--- config.mk ---
export PLATFORM = sky130hd
export DESIGN_NAME = hamming74_codec
export DESIGN_NICKNAME = d
export VERILOG_FILES = /design/src/rtl/hamming74_pkg.sv /design/src/rtl/hamming74_encoder.sv /design/src/rtl/hamming74_decoder.sv /design/src/rtl/hamming74_slice.sv /design/src/rtl/hamming74_codec.sv
export SDC_FILE = /design/constraint.sdc
export NUM_CORES = 1
export LEC_CHECK = 0
export ABC_AREA = 0
export CAP_MARGIN = 20
export CORE_AREA = 8 8 61 63
export CTS_BUF_LIST = sky130_fd_sc_hd__clkbuf_16
export DETAILED_ROUTE_END_ITERATION = 16
export DIE_AREA = 0 0 69 71
export PLACE_DENSITY = 0.84
export SYNTH_ARGS = -nofsm -noshare
export SYNTH_HDL_FRONTEND = slang
export SYNTH_SLANG_ARGS = --single-unit
--- constraint.sdc ---
create_clock -name clk -period 2.1 [get_ports clk]
set_clock_uncertainty 0.05 [all_clocks]
set_input_delay 0.315 -clock clk [delete_from_list [all_inputs] [get_ports clk]]
set_output_delay 0.315 -clock clk [all_outputs]
set_load 0.005 [all_outputs]
--- src/rtl/hamming74_pkg.sv ---
package hamming74_pkg;
  localparam int CHK_W  = 3;
  localparam int CODE_W = (1 << CHK_W) - 1;
  localparam int MSG_W  = CODE_W - CHK_W;
  localparam int DEC_W  = CODE_W + MSG_W + CHK_W + 1;

  function automatic bit is_check_pos(input int p);
    return (p & (p - 1)) == 0;
  endfunction

  // Mask of positions whose 1-based index has bit k set.
  function automatic logic [CODE_W-1:0] cover_mask(input int k);
    logic [CODE_W-1:0] m;
    m = '0;
    for (int p = 1; p <= CODE_W; p++)
      if (((p >> k) & 1) != 0) m = m | (CODE_W'(1) << (p - 1));
    return m;
  endfunction

  // Message bit index held at data position p (data positions ascending).
  function automatic int data_index(input int p);
    int n;
    n = 0;
    for (int q = 1; q < p; q++)
      if (!is_check_pos(q)) n++;
    return n;
  endfunction

  // Position that holds message bit j.
  function automatic int data_pos(input int j);
    int n;
    int r;
    n = 0;
    r = 1;
    for (int q = 1; q <= CODE_W; q++)
      if (!is_check_pos(q)) begin
        if (n == j) r = q;
        n++;
      end
    return r;
  endfunction

  function automatic int log2_pos(input int p);
    int k;
    k = 0;
    for (int q = 0; q < 31; q++)
      if ((1 << q) == p) k = q;
    return k;
  endfunction
endpackage

--- src/rtl/hamming74_encoder.sv ---
module hamming74_encoder
  import hamming74_pkg::*;
(
  input  logic [MSG_W-1:0]  msg,
  output logic [CODE_W-1:0] code
);
  logic [CODE_W-1:0] placed;

  for (genvar p = 1; p <= CODE_W; p++) begin : g_pos
    if (is_check_pos(p)) begin : g_chk
      localparam int K = log2_pos(p);
      assign placed[p-1] = 1'b0;
      assign code[p-1]   = ^(placed & cover_mask(K));
    end else begin : g_dat
      localparam int DI = data_index(p);
      assign placed[p-1] = msg[DI];
      assign code[p-1]   = placed[p-1];
    end
  end
endmodule

--- src/rtl/hamming74_decoder.sv ---
module hamming74_decoder
  import hamming74_pkg::*;
(
  input  logic [CODE_W-1:0] word,
  output logic [CODE_W-1:0] fixed,
  output logic [MSG_W-1:0]  msg,
  output logic [CHK_W-1:0]  syn,
  output logic              err
);
  logic [CODE_W-1:0] flip;

  for (genvar k = 0; k < CHK_W; k++) begin : g_syn
    assign syn[k] = ^(word & cover_mask(k));
  end

  for (genvar p = 1; p <= CODE_W; p++) begin : g_flip
    assign flip[p-1] = (syn == CHK_W'(p));
  end

  assign fixed = word ^ flip;
  assign err   = |syn;

  for (genvar j = 0; j < MSG_W; j++) begin : g_msg
    localparam int DP = data_pos(j);
    assign msg[j] = fixed[DP-1];
  end
endmodule

--- src/rtl/hamming74_slice.sv ---
module hamming74_slice #(
  parameter int W          = 8,
  parameter int REGISTERED = 1
) (
  input  logic         clk,
  input  logic         rst_n,
  input  logic         in_valid,
  output logic         in_ready,
  input  logic [W-1:0] in_data,
  output logic         out_valid,
  input  logic         out_ready,
  output logic [W-1:0] out_data
);
  if (REGISTERED != 0) begin : g_reg
    logic         full;
    logic [W-1:0] hold;

    always_ff @(posedge clk or negedge rst_n) begin
      if (!rst_n) begin
        full <= 1'b0;
        hold <= '0;
      end else if (in_valid && in_ready) begin
        full <= 1'b1;
        hold <= in_data;
      end else if (out_ready) begin
        full <= 1'b0;
      end
    end

    assign in_ready  = !full || out_ready;
    assign out_valid = full;
    assign out_data  = hold;
  end else begin : g_pass
    assign in_ready  = out_ready;
    assign out_valid = in_valid;
    assign out_data  = in_data;
  end
endmodule

--- src/rtl/hamming74_codec.sv ---
module hamming74_codec
  import hamming74_pkg::*;
#(
  parameter int OUT_REG = 1
) (
  input  logic              clk,
  input  logic              rst_n,
  input  logic              enc_in_valid,
  output logic              enc_in_ready,
  input  logic [MSG_W-1:0]  enc_in_msg,
  output logic              enc_out_valid,
  input  logic              enc_out_ready,
  output logic [CODE_W-1:0] enc_out_code,
  input  logic              dec_in_valid,
  output logic              dec_in_ready,
  input  logic [CODE_W-1:0] dec_in_word,
  output logic              dec_out_valid,
  input  logic              dec_out_ready,
  output logic [CODE_W-1:0] dec_out_word,
  output logic [MSG_W-1:0]  dec_out_msg,
  output logic [CHK_W-1:0]  dec_out_syndrome,
  output logic              dec_out_err
);
  logic [CODE_W-1:0] enc_code;
  logic [CODE_W-1:0] dec_fixed;
  logic [MSG_W-1:0]  dec_msg;
  logic [CHK_W-1:0]  dec_syn;
  logic              dec_err;
  logic [DEC_W-1:0]  dec_bus;

  hamming74_encoder u_enc (
    .msg  (enc_in_msg),
    .code (enc_code)
  );

  hamming74_decoder u_dec (
    .word  (dec_in_word),
    .fixed (dec_fixed),
    .msg   (dec_msg),
    .syn   (dec_syn),
    .err   (dec_err)
  );

  hamming74_slice #(.W(CODE_W), .REGISTERED(OUT_REG)) u_enc_slice (
    .clk       (clk),
    .rst_n     (rst_n),
    .in_valid  (enc_in_valid),
    .in_ready  (enc_in_ready),
    .in_data   (enc_code),
    .out_valid (enc_out_valid),
    .out_ready (enc_out_ready),
    .out_data  (enc_out_code)
  );

  hamming74_slice #(.W(DEC_W), .REGISTERED(OUT_REG)) u_dec_slice (
    .clk       (clk),
    .rst_n     (rst_n),
    .in_valid  (dec_in_valid),
    .in_ready  (dec_in_ready),
    .in_data   ({dec_fixed, dec_msg, dec_syn, dec_err}),
    .out_valid (dec_out_valid),
    .out_ready (dec_out_ready),
    .out_data  (dec_bus)
  );

  assign {dec_out_word, dec_out_msg, dec_out_syndrome, dec_out_err} = dec_bus;
endmodule

==> PnR_summary.wiki <==
{| class="wikitable"
! Metric !! Value
|-
| Post-Synthesis Mean Instance Area || 10.2 um^2
|-
| Die Ht || around 70 um
|-
| Period utilization || 0.887
|-
| Area share of the largest cell type after synthesis || 0.421
|-
| Global Route Usage Sum || 0.110
|-
| Leading cell type by number of instances after synthesis || dfrtp_1
|-
| Maximum number of pins on one net before global-route repair || 21
|-
| Starting density of the core || 0.417
|-
| Initial antenna violation count || 0
|-
| Number of distinct library cell variants in the gate-level netlist after synthesis || 30
|-
| Initial DRT Pass Iterations || 4
|-
| Maximum Capacitance Violations || 0
|-
| Via count of the first global-routing pass || 991
|-
| Number of buffers on the longest clock path || 2
|-
| Sequential share of the synthesized area || 0.421
|-
| Number of instances in the synthesized netlist || roughly 120
|-
| Std-Cell Rows || 20
|-
| YS warnings || 0
|-
| Overall via count from detail_route || roughly 960
|-
| Power share of the sequential group || 0.375
|-
| Fraction of power spent switching nets || 0.260
|-
| Ratio of cells with drive above 1 in the final layout || 0.157
|-
| Post-synth net total || between 100 and 150
|-
| Maximum clock rate || approximately 540 MHz
|-
| Final-layout setup total negative slack || 0 ns
|-
| Post-Place Worst Slack || -0.0187 ns
|-
| Setup violation total in the final timing report || 0
|-
| Worst skew pair latency || between 0.2 and 0.3 ns
|-
| Post-CTS setup buffer count || 0
|-
| Detailed router's first-iteration violation count || 17
|-
| Placed inst area || 1630 um^2
|-
| Comb pwr share || 0.342
|-
| Clock tree from TritonCTS || done
|-
| Register Area || roughly 500 um^2
|-
| Die width || approximately 69 um
|-
| Hold Path Class || in2async
|-
| Vias per std cell || between 5 and 6
|-
| # resized after CTS || 0
|-
| Crit path kind || in2reg
|-
| First-pass GRT wire length || approximately 4600 um
|-
| Post-layout power || ~1.3 mW
|-
| Clock transition at the registers of the reported paths || 0.05 ns
|-
| Die ar. || 4900 um^2
|-
| Unrepaired setup endpoints after global routing || false
|-
| Crit path DAT || just under 2 ns
|-
| Number of synthesized register bits || 20
|-
| Top cells by area, synth || dfrtp_1 (42%), xnor2_1 (7.4%), nand2_1 (5.0%), xor2_1 (4.4%), xnor2_2 (4.1%)
|-
| Post-detailed-route count of antenna-violating nets || 0
|-
| Hold Worst Slack || 0.358 ns
|-
| Fraction of power consumed by the clock network || 0.282
|-
| WL final || 2580 um
|-
| Switching power || between 0.3 and 0.4 mW
|-
| Post-detailed-placement half-perimeter wirelength || roughly 2200 um
|-
| Worst Path Required || 2.23 ns
|-
| Crit path launch type || input port
|-
| Status || finished, final reports clean
|-
| RD Place Congestion || slightly above 0.8
|-
| Number of buffers created by CTS || 3
|-
| Number of top-level pins || 43
|-
| Maximum VDD drop || around 0.52 mV
|-
| Clock sinks || 20
|-
| CTS HTree Levels || 1
|-
| Fill count || 241
|-
| Commonest cells in the synthesized netlist || dfrtp_1 (20), nand2_1 (16), xnor2_1 (10)
|-
| Core area || between 2000 and 3000 um^2
|-
| DR DRC count || 0
|-
| Power per standard cell area || between 700 and 800 nW/um^2
|-
| Share of flip-flops with an asynchronous set or reset || 1.00
|-
| Total global routing overflow || 0
|-
| Post-synth top area cell || dfrtp_1
|-
| Cell area after synthesis || 1190 um^2
|-
| Commonest register cell after synthesis || dfrtp_1
|-
| Layout overhead on the synthesized area || 43.6%
|-
| Nature of the critical path endpoint || register
|-
| Post-layout worst setup margin || approximately 0.24 ns
|-
| Lkg Pwr || about 0.69 nW
|-
| Number of antenna cells inserted || 0
|-
| Endpoints failing hold || 0
|-
| CTS root buf || clkbuf_16
|-
| Slew at the pin closest to its max-slew limit || slightly above 0.4 ns
|-
| Area of the multi-input gates || approximately 600 um^2
|-
| EDFF count, synth || 0
|-
| Hold-fix buffers, CTS || 0
|-
| Worst-path fanout max || 5
|-
| Min Clock Period, post-route || roughly 1.9 ns
|-
| Average wire per cell in the routed design || between 10 and 15 um
|-
| Max Slew Vio Count || 0
|-
| Int Pwr || ~1 mW
|-
| Net count of the finished layout || 178
|-
| Number of port buffers || 42
|-
| Post-route design area || between 1500 and 2000 um^2
|-
| Max transition margin || 0.725
|}
[flip-flops by register name, summed over array words and instances, names as in the netlist]
| name | count |
|---|---|
| u_dec_slice.out_data | 11 |
| u_dec_slice.out_valid | 1 |
| u_enc_slice.out_data | 7 |
| u_enc_slice.out_valid | 1 |
[cells by family after synthesis]
group | share of synthesized area
AND/OR/NAND/NOR | 0.174
flip-flops | 0.421
buffers and inverters | 0.0715
AO/OA/AOI/OAI | 0.101
multiplexers | 0.0379
XOR/XNOR | 0.196
[power by group through the flow]
stage	sequential, mW	clock (mW)	combinational [mW]
2_1_floorplan	0.505	0	0.219
3_3_place_gp	0.500	0	0.453
3_5_place_dp	0.506	0	0.461
5_1_grt	0.507	0.396	0.501
6_report	0.497	0.375	0.454
4_1_cts	0.499	0.383	0.463
[worst paths after layout]
path                                                     startpoint                              endpoint  slack, ns  cells after the start
worst max-delay path                                 dec_in_word[2]  u_dec_slice.out_data[11]$_DFFE_PN0P_       0.24                      6
worst min-delay path                                          rst_n   u_enc_slice.out_data[0]$_DFFE_PN0P_       0.36                      2
worst max register to register    u_dec_slice.out_valid$_DFFE_PN0P_   u_dec_slice.out_data[1]$_DFFE_PN0P_       0.85                      5
worst min register to register  u_dec_slice.out_data[0]$_DFFE_PN0P_   u_dec_slice.out_data[0]$_DFFE_PN0P_       0.43                      1
max in group asynchronous                                     rst_n     u_dec_slice.out_valid$_DFFE_PN0P_       1.44                      2
min in group clk                u_dec_slice.out_data[0]$_DFFE_PN0P_   u_dec_slice.out_data[0]$_DFFE_PN0P_       0.43                      1
[cells in the final DEF, fill, tap and decap left out, drive strengths merged, types with 3 or more instances in the layout]
master,instances
clkdlybuf4s50,42
dfrtp,20
nand2,16
xnor2,14
o21ai,14
buf,9
xor2,7
nand2b,6
nor3,5
nand3,4
mux2,4
a21oi,3
clkbuf,3
[metrics by stage]
step           utilization  instances
6_report             0.599        192
5_1_grt              0.599        192
4_1_cts              0.599        192
3_5_place_dp         0.573        189
3_3_place_gp         0.573        189
2_1_floorplan            -        117
[per-layer routing]
| layer | wire length [um] | GRT usage |
|---|---|---|
| met2 | 1230 | 0.189 |
| met4 | 40 | 0.0410 |
| met1 | 1110 | 0.122 |
| met3 | 205 | 0.0406 |
| met5 | 0 | 0 |
[final cells by class]
| cell class | instances | area share |
|---|---|---|
| Timing Repair Buffer | 51 | 0.286 |
| Multi-Input combinational cell | 85 | 0.354 |
| Tap cell | 33 | 0.0242 |
| Clock buffer | 3 | 0.0439 |
| Sequential cell | 20 | 0.293 |
[critical path: stages]
cell	delay [ns]
clkdlybuf4s50_1	0.63
or3b_2	0.48
a21oi_1	0.13
o21ai_0	0.09
a31o_1	0.23
a21oi_1	0.12
Note: power is estimated with default switching activity, not from simulation.
